File: src/rtl/isx_pkg.sv
`timescale 1ns/1ps
package isx_pkg;
  typedef enum logic [1:0] {
    ACT_IDLE,
    ACT_WRITE,
    ACT_HIT,
    ACT_PARK
  } isx_act_e;
endpackage

File: src/rtl/isx_mem.sv
`timescale 1ns/1ps
module isx_mem #(
  parameter int ADDR_W = 4,
  parameter int DATA_W = 16
) (
  input  logic              clk,
  input  logic              we,
  input  logic [ADDR_W-1:0] waddr,
  input  logic [DATA_W-1:0] wdata,
  input  logic [ADDR_W-1:0] raddr,
  output logic [DATA_W-1:0] q
);
  localparam int DEPTH = 1 << ADDR_W;
  logic [DATA_W-1:0] ram [DEPTH];

  always_ff @(posedge clk) begin
    if (we) ram[waddr] <= wdata;
    q <= ram[raddr];
  end
endmodule

File: src/rtl/isx_dir.sv
`timescale 1ns/1ps
module isx_dir #(
  parameter int ADDR_W = 4,
  parameter int PTR_W  = 3
) (
  input  logic                      clk,
  input  logic                      rst,
  input  logic                      clr,
  input  logic [ADDR_W-1:0]         lk_addr,
  input  logic                      set_en,
  input  logic                      park_en,
  input  logic [PTR_W-1:0]          park_node,
  output logic                      lk_full,
  output logic                      lk_has,
  output logic [PTR_W-1:0]          lk_head,
  output logic [(1<<ADDR_W)-1:0]    full_vec
);
  localparam int ENTRIES = 1 << ADDR_W;
  logic [ENTRIES-1:0] full_q;
  logic [ENTRIES-1:0] has_q;
  logic [PTR_W-1:0]   head_q [ENTRIES];

  assign lk_full  = full_q[lk_addr];
  assign lk_has   = has_q[lk_addr];
  assign lk_head  = head_q[lk_addr];
  assign full_vec = full_q;

  always_ff @(posedge clk) begin
    if (rst || clr) begin
      full_q <= '0;
      has_q  <= '0;
    end else if (set_en) begin
      full_q[lk_addr] <= 1'b1;
      has_q[lk_addr]  <= 1'b0;
    end else if (park_en) begin
      has_q[lk_addr]  <= 1'b1;
    end
  end

  always_ff @(posedge clk) begin
    if (park_en) head_q[lk_addr] <= park_node;
  end
endmodule

File: src/rtl/isx_pool.sv
`timescale 1ns/1ps
module isx_pool #(
  parameter int POOL  = 8,
  parameter int ID_W  = 4,
  parameter int PTR_W = 3,
  parameter int CNT_W = 4
) (
  input  logic             clk,
  input  logic             rst,
  input  logic             clr,
  input  logic             alloc_en,
  input  logic [ID_W-1:0]  alloc_id,
  input  logic [PTR_W-1:0] alloc_next,
  input  logic             alloc_last,
  input  logic             rel_en,
  input  logic [PTR_W-1:0] rel_idx,
  input  logic [PTR_W-1:0] look_idx,
  output logic [PTR_W-1:0] free_idx,
  output logic             avail,
  output logic [ID_W-1:0]  look_id,
  output logic [PTR_W-1:0] look_next,
  output logic             look_last,
  output logic [CNT_W-1:0] free_cnt
);
  logic [ID_W-1:0]  n_id   [POOL];
  logic [PTR_W-1:0] n_next [POOL];
  logic             n_last [POOL];
  logic [PTR_W-1:0] free_head;
  logic [CNT_W-1:0] cnt_q;

  assign free_idx  = free_head;
  assign avail     = (cnt_q != '0);
  assign free_cnt  = cnt_q;
  assign look_id   = n_id[look_idx];
  assign look_next = n_next[look_idx];
  assign look_last = n_last[look_idx];

  always_ff @(posedge clk) begin
    if (rst || clr) begin
      for (int i = 0; i < POOL; i++) n_next[i] <= PTR_W'((i + 1) % POOL);
      free_head <= '0;
      cnt_q     <= CNT_W'(POOL);
    end else if (alloc_en) begin
      free_head         <= n_next[free_head];
      n_next[free_head] <= alloc_next;
      cnt_q             <= cnt_q - 1'b1;
    end else if (rel_en) begin
      n_next[rel_idx] <= free_head;
      free_head       <= rel_idx;
      cnt_q           <= cnt_q + 1'b1;
    end
  end

  always_ff @(posedge clk) begin
    if (alloc_en) begin
      n_id[free_head]   <= alloc_id;
      n_last[free_head] <= alloc_last;
    end
  end
endmodule

File: src/rtl/istruct_mem.sv
`timescale 1ns/1ps
module istruct_mem #(
  parameter int ADDR_W = 4,
  parameter int DATA_W = 16,
  parameter int ID_W   = 4,
  parameter int POOL   = 8
) (
  input  logic              clk,
  input  logic              rst,
  input  logic              clr,
  input  logic              wr_valid,
  output logic              wr_ready,
  input  logic [ADDR_W-1:0] wr_addr,
  input  logic [DATA_W-1:0] wr_data,
  input  logic              rd_valid,
  output logic              rd_ready,
  input  logic [ADDR_W-1:0] rd_addr,
  input  logic [ID_W-1:0]   rd_id,
  output logic              rsp_valid,
  output logic [ID_W-1:0]   rsp_id,
  output logic [DATA_W-1:0] rsp_data,
  output logic              err_dup,
  output logic [ADDR_W-1:0] err_addr
);
  import isx_pkg::*;
  localparam int ENTRIES = 1 << ADDR_W;
  localparam int PTR_W   = (POOL > 1) ? $clog2(POOL) : 1;
  localparam int CNT_W   = $clog2(POOL + 1);

  logic [ADDR_W-1:0]  op_addr;
  logic               lk_full, lk_has;
  logic [PTR_W-1:0]   lk_head;
  logic [ENTRIES-1:0] dir_full_vec;
  logic [PTR_W-1:0]   pl_free_idx, pl_next;
  logic               pl_avail, pl_last;
  logic [ID_W-1:0]    pl_id;
  logic [CNT_W-1:0]   pool_free_cnt;
  logic [DATA_W-1:0]  mem_q;

  logic               drain_busy;
  logic [PTR_W-1:0]   drain_ptr;
  logic [DATA_W-1:0]  drain_data;
  logic               rsp_from_mem;
  isx_act_e           act;

  assign op_addr  = wr_valid ? wr_addr : rd_addr;
  assign wr_ready = !drain_busy;
  assign rd_ready = !drain_busy && !wr_valid && (lk_full || pl_avail);

  always_comb begin
    act = ACT_IDLE;
    if (wr_valid && wr_ready)      act = ACT_WRITE;
    else if (rd_valid && rd_ready) act = lk_full ? ACT_HIT : ACT_PARK;
  end

  isx_dir #(.ADDR_W(ADDR_W), .PTR_W(PTR_W)) u_dir (
    .clk(clk), .rst(rst), .clr(clr), .lk_addr(op_addr),
    .set_en(act == ACT_WRITE && !lk_full),
    .park_en(act == ACT_PARK), .park_node(pl_free_idx),
    .lk_full(lk_full), .lk_has(lk_has), .lk_head(lk_head),
    .full_vec(dir_full_vec)
  );

  isx_pool #(.POOL(POOL), .ID_W(ID_W), .PTR_W(PTR_W), .CNT_W(CNT_W)) u_pool (
    .clk(clk), .rst(rst), .clr(clr),
    .alloc_en(act == ACT_PARK), .alloc_id(rd_id),
    .alloc_next(lk_head), .alloc_last(!lk_has),
    .rel_en(drain_busy), .rel_idx(drain_ptr), .look_idx(drain_ptr),
    .free_idx(pl_free_idx), .avail(pl_avail),
    .look_id(pl_id), .look_next(pl_next), .look_last(pl_last),
    .free_cnt(pool_free_cnt)
  );

  isx_mem #(.ADDR_W(ADDR_W), .DATA_W(DATA_W)) u_mem (
    .clk(clk), .we(act == ACT_WRITE && !lk_full),
    .waddr(wr_addr), .wdata(wr_data), .raddr(rd_addr), .q(mem_q)
  );

  assign rsp_data = rsp_from_mem ? mem_q : drain_data;

  always_ff @(posedge clk) begin
    if (rst || clr) begin
      drain_busy   <= 1'b0;
      rsp_valid    <= 1'b0;
      rsp_from_mem <= 1'b0;
      err_dup      <= 1'b0;
      err_addr     <= '0;
    end else begin
      rsp_valid <= 1'b0;
      if (drain_busy) begin
        rsp_valid    <= 1'b1;
        rsp_id       <= pl_id;
        rsp_from_mem <= 1'b0;
        if (pl_last) drain_busy <= 1'b0;
        else         drain_ptr  <= pl_next;
      end else begin
        case (act)
          ACT_WRITE: begin
            if (lk_full) begin
              if (!err_dup) begin
                err_dup  <= 1'b1;
                err_addr <= wr_addr;
              end
            end else if (lk_has) begin
              drain_busy <= 1'b1;
              drain_ptr  <= lk_head;
              drain_data <= wr_data;
            end
          end
          ACT_HIT: begin
            rsp_valid    <= 1'b1;
            rsp_id       <= rd_id;
            rsp_from_mem <= 1'b1;
          end
          default: ;
        endcase
      end
    end
  end
endmodule

File: config.mk
export PLATFORM = sky130hd
export DESIGN_NAME = istruct_mem
export DESIGN_NICKNAME = d
export VERILOG_FILES = /design/src/rtl/isx_pkg.sv /design/src/rtl/isx_mem.sv /design/src/rtl/isx_dir.sv /design/src/rtl/isx_pool.sv /design/src/rtl/istruct_mem.sv
export SDC_FILE = /design/constraint.sdc
export NUM_CORES = 1
export LEC_CHECK = 0
export BUFFER_PORTS_ARGS = -buffer_cell sky130_fd_sc_hd__buf_2
export CAP_MARGIN = 10
export CORE_UTILIZATION = 62
export DETAILED_ROUTE_END_ITERATION = 10
export GPL_ROUTABILITY_DRIVEN = 0
export GPL_TIMING_DRIVEN = 0
export PLACE_DENSITY = 0.8
export SLEW_MARGIN = 15
export SYNTH_ARGS = -nofsm -noshare
export SYNTH_HDL_FRONTEND = slang
export SYNTH_HIERARCHICAL = 1
export SYNTH_SLANG_ARGS = --single-unit
File: constraint.sdc
create_clock -name clk -period 5.15 [get_ports clk]
set_clock_uncertainty 0.05 [all_clocks]
set_input_delay 0.515 -clock clk [delete_from_list [all_inputs] [get_ports clk]]
set_output_delay 0.515 -clock clk [all_outputs]
set_load 0.05 [all_outputs]
## After elaboration in Yosys (flattened, before gate mapping)

Memory sizes are Yosys's and may differ from the RTL's. A register that Yosys moved wholly into a read port is not among the register bits.
Index checks and enable logic that the tools add are counted.
Widths: inputs -> output; s select.

- Bits in registers: 70
- Memory bits (writable): 368
- Memories kept: 5

Memory list:

| name | depth | width | read ports | clocked after memory_dff | wr ports | RTL line | source |
|---|---|---|---|---|---|---|---|
| u_mem.ram | 16 | 16 | 1 | 1 | 1 | isx_mem.sv:14 | `logic [DATA_W-1:0] ram [DEPTH];` |
| u_dir.head_q | 16 | 3 | 1 | 0 | 1 | isx_dir.sv:21 | `logic [PTR_W-1:0] head_q [ENTRIES];` |
| u_pool.n_id | 8 | 4 | 1 | 1 | 1 | isx_pool.sv:25 | `logic [ID_W-1:0] n_id [POOL];` |
| u_pool.n_next | 8 | 3 | 2 | 2 | 8 | isx_pool.sv:26 | `logic [PTR_W-1:0] n_next [POOL];` |
| u_pool.n_last | 8 | 1 | 1 | 1 | 1 | isx_pool.sv:27 | `logic n_last [POOL];` |

- $add $sub $neg: 2
- Order comparisons: 2
- Equality and inequality tests: 5
- Mux-type cells: 54
- Bitwise logic cells: 8
- Reduce and logical (&&, ||, !) cells: 26

Operator list:

| kind | number |
|---|---|
| $mux 16 | 3 |
| $mux 3 | 16 |
| $or 16x16->16 | 2 |
| $mux 1 | 25 |
| $mux 4 | 5 |
| $and 16x16->16 | 1 |
| $not 16->16 | 1 |
| $reduce_and 5->1 | 2 |
| $reduce_bool 2->1 | 5 |
| $bmux 1 s4 | 2 |
| $logic_and 1x1->1 | 6 |
| $reduce_or 3->1 | 2 |
| $lt 4x5->1 const B | 1 |
| $add 4x1->4 const B | 1 |
| $demux 1 s4 | 1 |
| $eq 2x2->1 const B | 2 |
| $ge 4x1->1 const B | 1 |
| $logic_not 1->1 | 4 |
| $mux 2 | 2 |
| $not 1->1 | 4 |
| $reduce_and 4->1 | 1 |
| $reduce_bool 4->1 | 1 |
| $sub 4x1->4 const B | 1 |
| $reduce_and 3->1 | 1 |
| other kinds (6) | 7 |

## Depth between registers and ports, before layout

- Depth after elaboration: 15
- Depth in mapped cells: 16
- Depth with buffers taken out: 12

## Hierarchy

Netlist, hierarchy kept.

Modules (own cells, without submodules):

| module | times used | cells each | area each (um2) | seq. area each (um2) |
|---|---|---|---|---|
| isx_mem | 1 | 432 | 10,042.1 | 8,007.7 |
| isx_pool | 1 | 248 | 3,524.6 | 2,122.0 |
| isx_dir | 1 | 233 | 3,314.4 | 2,082.0 |
| istruct_mem | 1 | 97 | 1,440.1 | 850.8 |

## Worst setup path before layout

OpenSTA, ideal clock, no wires.

- Path kind: input to register
- Start point: input wr_valid
- End point: memory u_mem.ram[0][0], enable pin
- Library setup time: 0.409 ns
- Arrival time: 4.220 ns
- Data required time: 4.691 ns
- Slack: 0.470 ns
- Stages: 10
- Path buffers: 3
- Cells stage by stage: buf_2 > mux2_2 > buf_6 > buf_12 > mux4_1 > a22oi_1 > nand2_1 > nor3b_1 > or3b_2 > nor3_1

- Longest elaborated chain between the ends: 12
- Elaborated cells on any way between the ends: 17
- Those cells by class: eq/ne (1); mux (8); reduce/logical (8)

RTL lines:

| item | RTL line | source |
|---|---|---|
| start: declaration | istruct_mem.sv:11 | `input logic wr_valid,` |
| $mux 4 (*) | istruct_mem.sv:46 | `assign op_addr = wr_valid ? wr_addr : rd_addr;` |
| net op_addr[0] | istruct_mem.sv:30 | `logic [ADDR_W-1:0] op_addr;` |
| $bmux 1 s4 (*) | isx_dir.sv:23 | `assign lk_full = full_q[lk_addr];` |
| $mux 1 (implied by the code) (*) | isx_dir.sv:23 |  |
| net lk_full | istruct_mem.sv:31 | `logic lk_full, lk_has;` |
| $logic_or 1x1->1 | istruct_mem.sv:48 | `assign rd_ready = !drain_busy && !wr_valid && (lk_full \|\| pl_avail);` |
| $logic_and 1x1->1 | istruct_mem.sv:48 |  |
| $logic_and 1x1->1 | istruct_mem.sv:53 | `else if (rd_valid && rd_ready) act = lk_full ? ACT_HIT : ACT_PARK;` |
| $mux 2 | istruct_mem.sv:53 |  |
| $mux 2 | istruct_mem.sv:52 | `if (wr_valid && wr_ready) act = ACT_WRITE;` |
| $eq 2x1->1 | istruct_mem.sv:75 | `.clk(clk), .we(act == ACT_WRITE && !lk_full),` |
| $logic_and 1x1->1 (*) | istruct_mem.sv:75 |  |
| $mux 1 (*) | isx_mem.sv:17 | `if (we) ram[waddr] <= wdata;` |
| $mux 1 (implied by the code) (*) | isx_mem.sv:17 |  |
| end: declaration | isx_mem.sv:14 |  |

Mark *: on every way through the listed nets, which the timed path passes. The rest lies on a longest branch. The select of a mux whose other input is x is not followed.

## Worst setup path in the final report

- Start point: input wr_valid
- End point: memory u_mem.ram[8][8], enable pin

The elaborated chain is that of the path after synthesis.

==> reports/qor.yml <==
rsz0062_at_grt: "no"
setup_viol: 0
synth_area_leader_cell: "edfxtp_1"
antenna_found_initial: 0
first_pass_iters: 5
end_kind: "flip-flop"
post_cts_buffers: 0
syn_avg_cell_area_um2: 18.14
synth_area_leaders: "edfxtp_1, mux4_2, dfxtp_1"
grt_pass1_wl_um: 62910
drc: 0
insertion_delay_ns: 0.55
worstPathMaxFanout: 10
leakage_nw: 6.885
die_y_um: 173.9
fmax_ghz: 0.2181
worstMarginPinSlew_ns: 0.9811
hold_violations: 0
async_reset_ff_frac: 0
finalMaxSlewViolations: 0
initial_core_util: 0.6349
avgRoutedWirePerCell_um: 26.63
io_pins: 61
yosys_warnings: 6
synth_most_common_cell: "edfxtp_1"
max_stage_delay_ns: 0.84
track_usage: 0.2812
routed_via_density: 6.546
dp_slack_ns: 0.1166
grt.overflow.total: 0
path_cells: "buf_2, buf_2, mux2_2, buf_1, mux4_2, a22oi_1, nand2_1, nor3b_1, nand3b_1, nor3_2, buf_4"
path_class: "in -> reg"
io_buffers: 60
critPathLaunchType: "input port"
die_x_um: 173.9
ir_drop_uv: 204.3
fin_ws_ns: 0.5644
nets: 1175
netlist_area_mm2: 0.01832
die_area_mm2: 0.03024
antenna_left: 0
min_period_ns: 4.586
num_antenna_cells: 0
hp-class: "in -> reg"
synth_seq_area_share: 0.7130
clock_path_buffers: 3
area_growth_pct: 13.36
detailed_place_hpwl_um: 26790
dr.first_iter.drc_count: 1256
routed_wirelength_um: 41440
synthCells: 1010
grt_pass1_vias: 10440
p_per_area_mw_per_mm2: 364.3
cts_sinks: 457
slew-limit-headroom: 0.3445
holdBufCountCts: 0
ys.flop_type: "edfxtp_1"
ys_ff_latch: 457
drive_gt1_frac: 0.2722
status: "complete, no violations"
synth_edf_count: 391
vias: 10190
netlist_top_cells_count: "edfxtp_1, mux4_2, nor2_1, dfxtp_1, nand2_1"
cp_common_cell: "buf_2"
synth_top_cell_area_share: 0.6409
root_buffer: "clkbuf_16"
slowest_stage: "nor3b_1"
max-cap-violations: 0
cts_made_buffers: 44
crit_required_ns: 5.33
clk_pin_slew_ns: 0.06
htreeDepth: 2
core_mm2: 0.02886
cts_resized: 0
timing.final.crit_share: 0.8904
final_util: 0.7197
row_count: 62
grt_max_degree: 23
synth_nets: 1046
arrival_ns: 4.76
cts_tree: "done"
synthDistinctLibCells: 54
## worst max-delay path, delay by kind of cell
family | cells | cell delay (ns)
mux | 2 | 0.69
buf+inv | 4 | 1.10
simple gates | 4 | 2.20
compound gates | 1 | 0.24
## area by class of cell
class | instances | area, um^2
Buffer | 57 | 331.6
Clock buffer | 58 | 1175
Clock inverter | 21 | 183.9
Fill cell | 1695 | 8088
Inverter | 5 | 18.77
Multi-Input combinational cell | 491 | 4971
Sequential cell | 457 | 13060
Tap cell | 384 | 480.5
Timing Repair Buffer | 83 | 546.8
## flip-flops by register name, indices dropped and copies added, names as in the netlist, named ones only
register,count
rsp_valid,1
u_dir/head_q,48
err_dup,1
u_pool/free_idx,3
drain_data,16
u_mem/q,16
u_mem/ram,256
u_pool/n_next,24
u_dir/full_vec,16
drain_busy,1
u_pool/n_last,8
rsp_from_mem,1
u_pool/free_cnt,4
drain_ptr,3
u_pool/n_id,32
err_addr,4
rsp_id,4
## per-layer routing
layer | global-route usage | up-vias | wire length [um]
met3 | 0.04462 | 96 | 3295
met5 | 0 | - | 0
li1 | - | 4312 | -
met4 | 0.1053 | 0 | 1392
met2 | 0.4585 | 548 | 20500
met1 | 0.3890 | 5230 | 16250
## final timing paths
kind | start | to | slack, ns | cells past startpoint
max | wr_valid | u_mem/ram[8][8] | 0.56 | 11
min | rd_id[1] | u_pool/n_id[0][1] | 0.23 | 1
max reg2reg | u_dir/full_vec[5] | u_mem/ram[8][8] | 1.16 | 7
min reg2reg | u_dir/full_vec[8] | u_dir/full_vec[8] | 0.41 | 1
## stage by stage
step	instance area, um^2	TNS [ns]	hold WS [ns]	std cells	total power, mW
after global routing	20770	0	0.2414	1556	7.765
after global placement	19100	-184.64	0.3879	1454	4.527
after CTS	20770	0	0.2214	1556	7.595
final	20770	0	0.2255	1556	7.567
after detailed placement	19410	0	0.3992	1477	4.552
after floorplan	18320	0	0.3822	1010	4.396
## cell usage in the layout, fill, tap and decap left out, types with 9 or more instances in the layout
cell | netlist | routed
nand3_1 | 15 | 15
mux2i_1 | 18 | 18
o21a_1 | 19 | 19
buf_4 | 5 | 12
nand2b_1 | 9 | 9
a22oi_1 | 45 | 45
nor2_1 | 78 | 66
edfxtp_1 | 391 | 391
buf_2 | 12 | 74
nor2_2 | 0 | 12
dfxtp_1 | 66 | 66
clkbuf_16 | 0 | 45
nor3b_1 | 10 | 10
nor2b_1 | 9 | 9
buf_6 | 9 | 16
mux4_1 | 22 | 22
nor3_1 | 24 | 20
nand2_1 | 48 | 48
clkbuf_1 | 22 | 35
mux2_2 | 41 | 41
mux4_2 | 78 | 78
a21oi_1 | 20 | 20
## cells by family (layout without fill, tap and decap cells)
logic type / Yosys count / count (layout) / share of synthesized area
DFF: 457 / 457 / 0.7130
AOI/OAI and AO/OA: 99 / 99 / 0.03777
and+or+nand+nor: 226 / 226 / 0.06180
buffers and inverters: 62 / 224 / 0.01912
adders and majority gates: 3 / 3 / 0.002458
muxes: 161 / 161 / 0.1649
xor gates and xnor gates: 2 / 2 / 0.0009563
## where the power goes
group          internal (mW)  switching, mW  total, mW
Clock                   1.76           1.32       3.08
Sequential              4.06         0.0200       4.08
Combinational          0.148          0.255      0.403
Note: power is estimated with default switching activity, not from simulation.
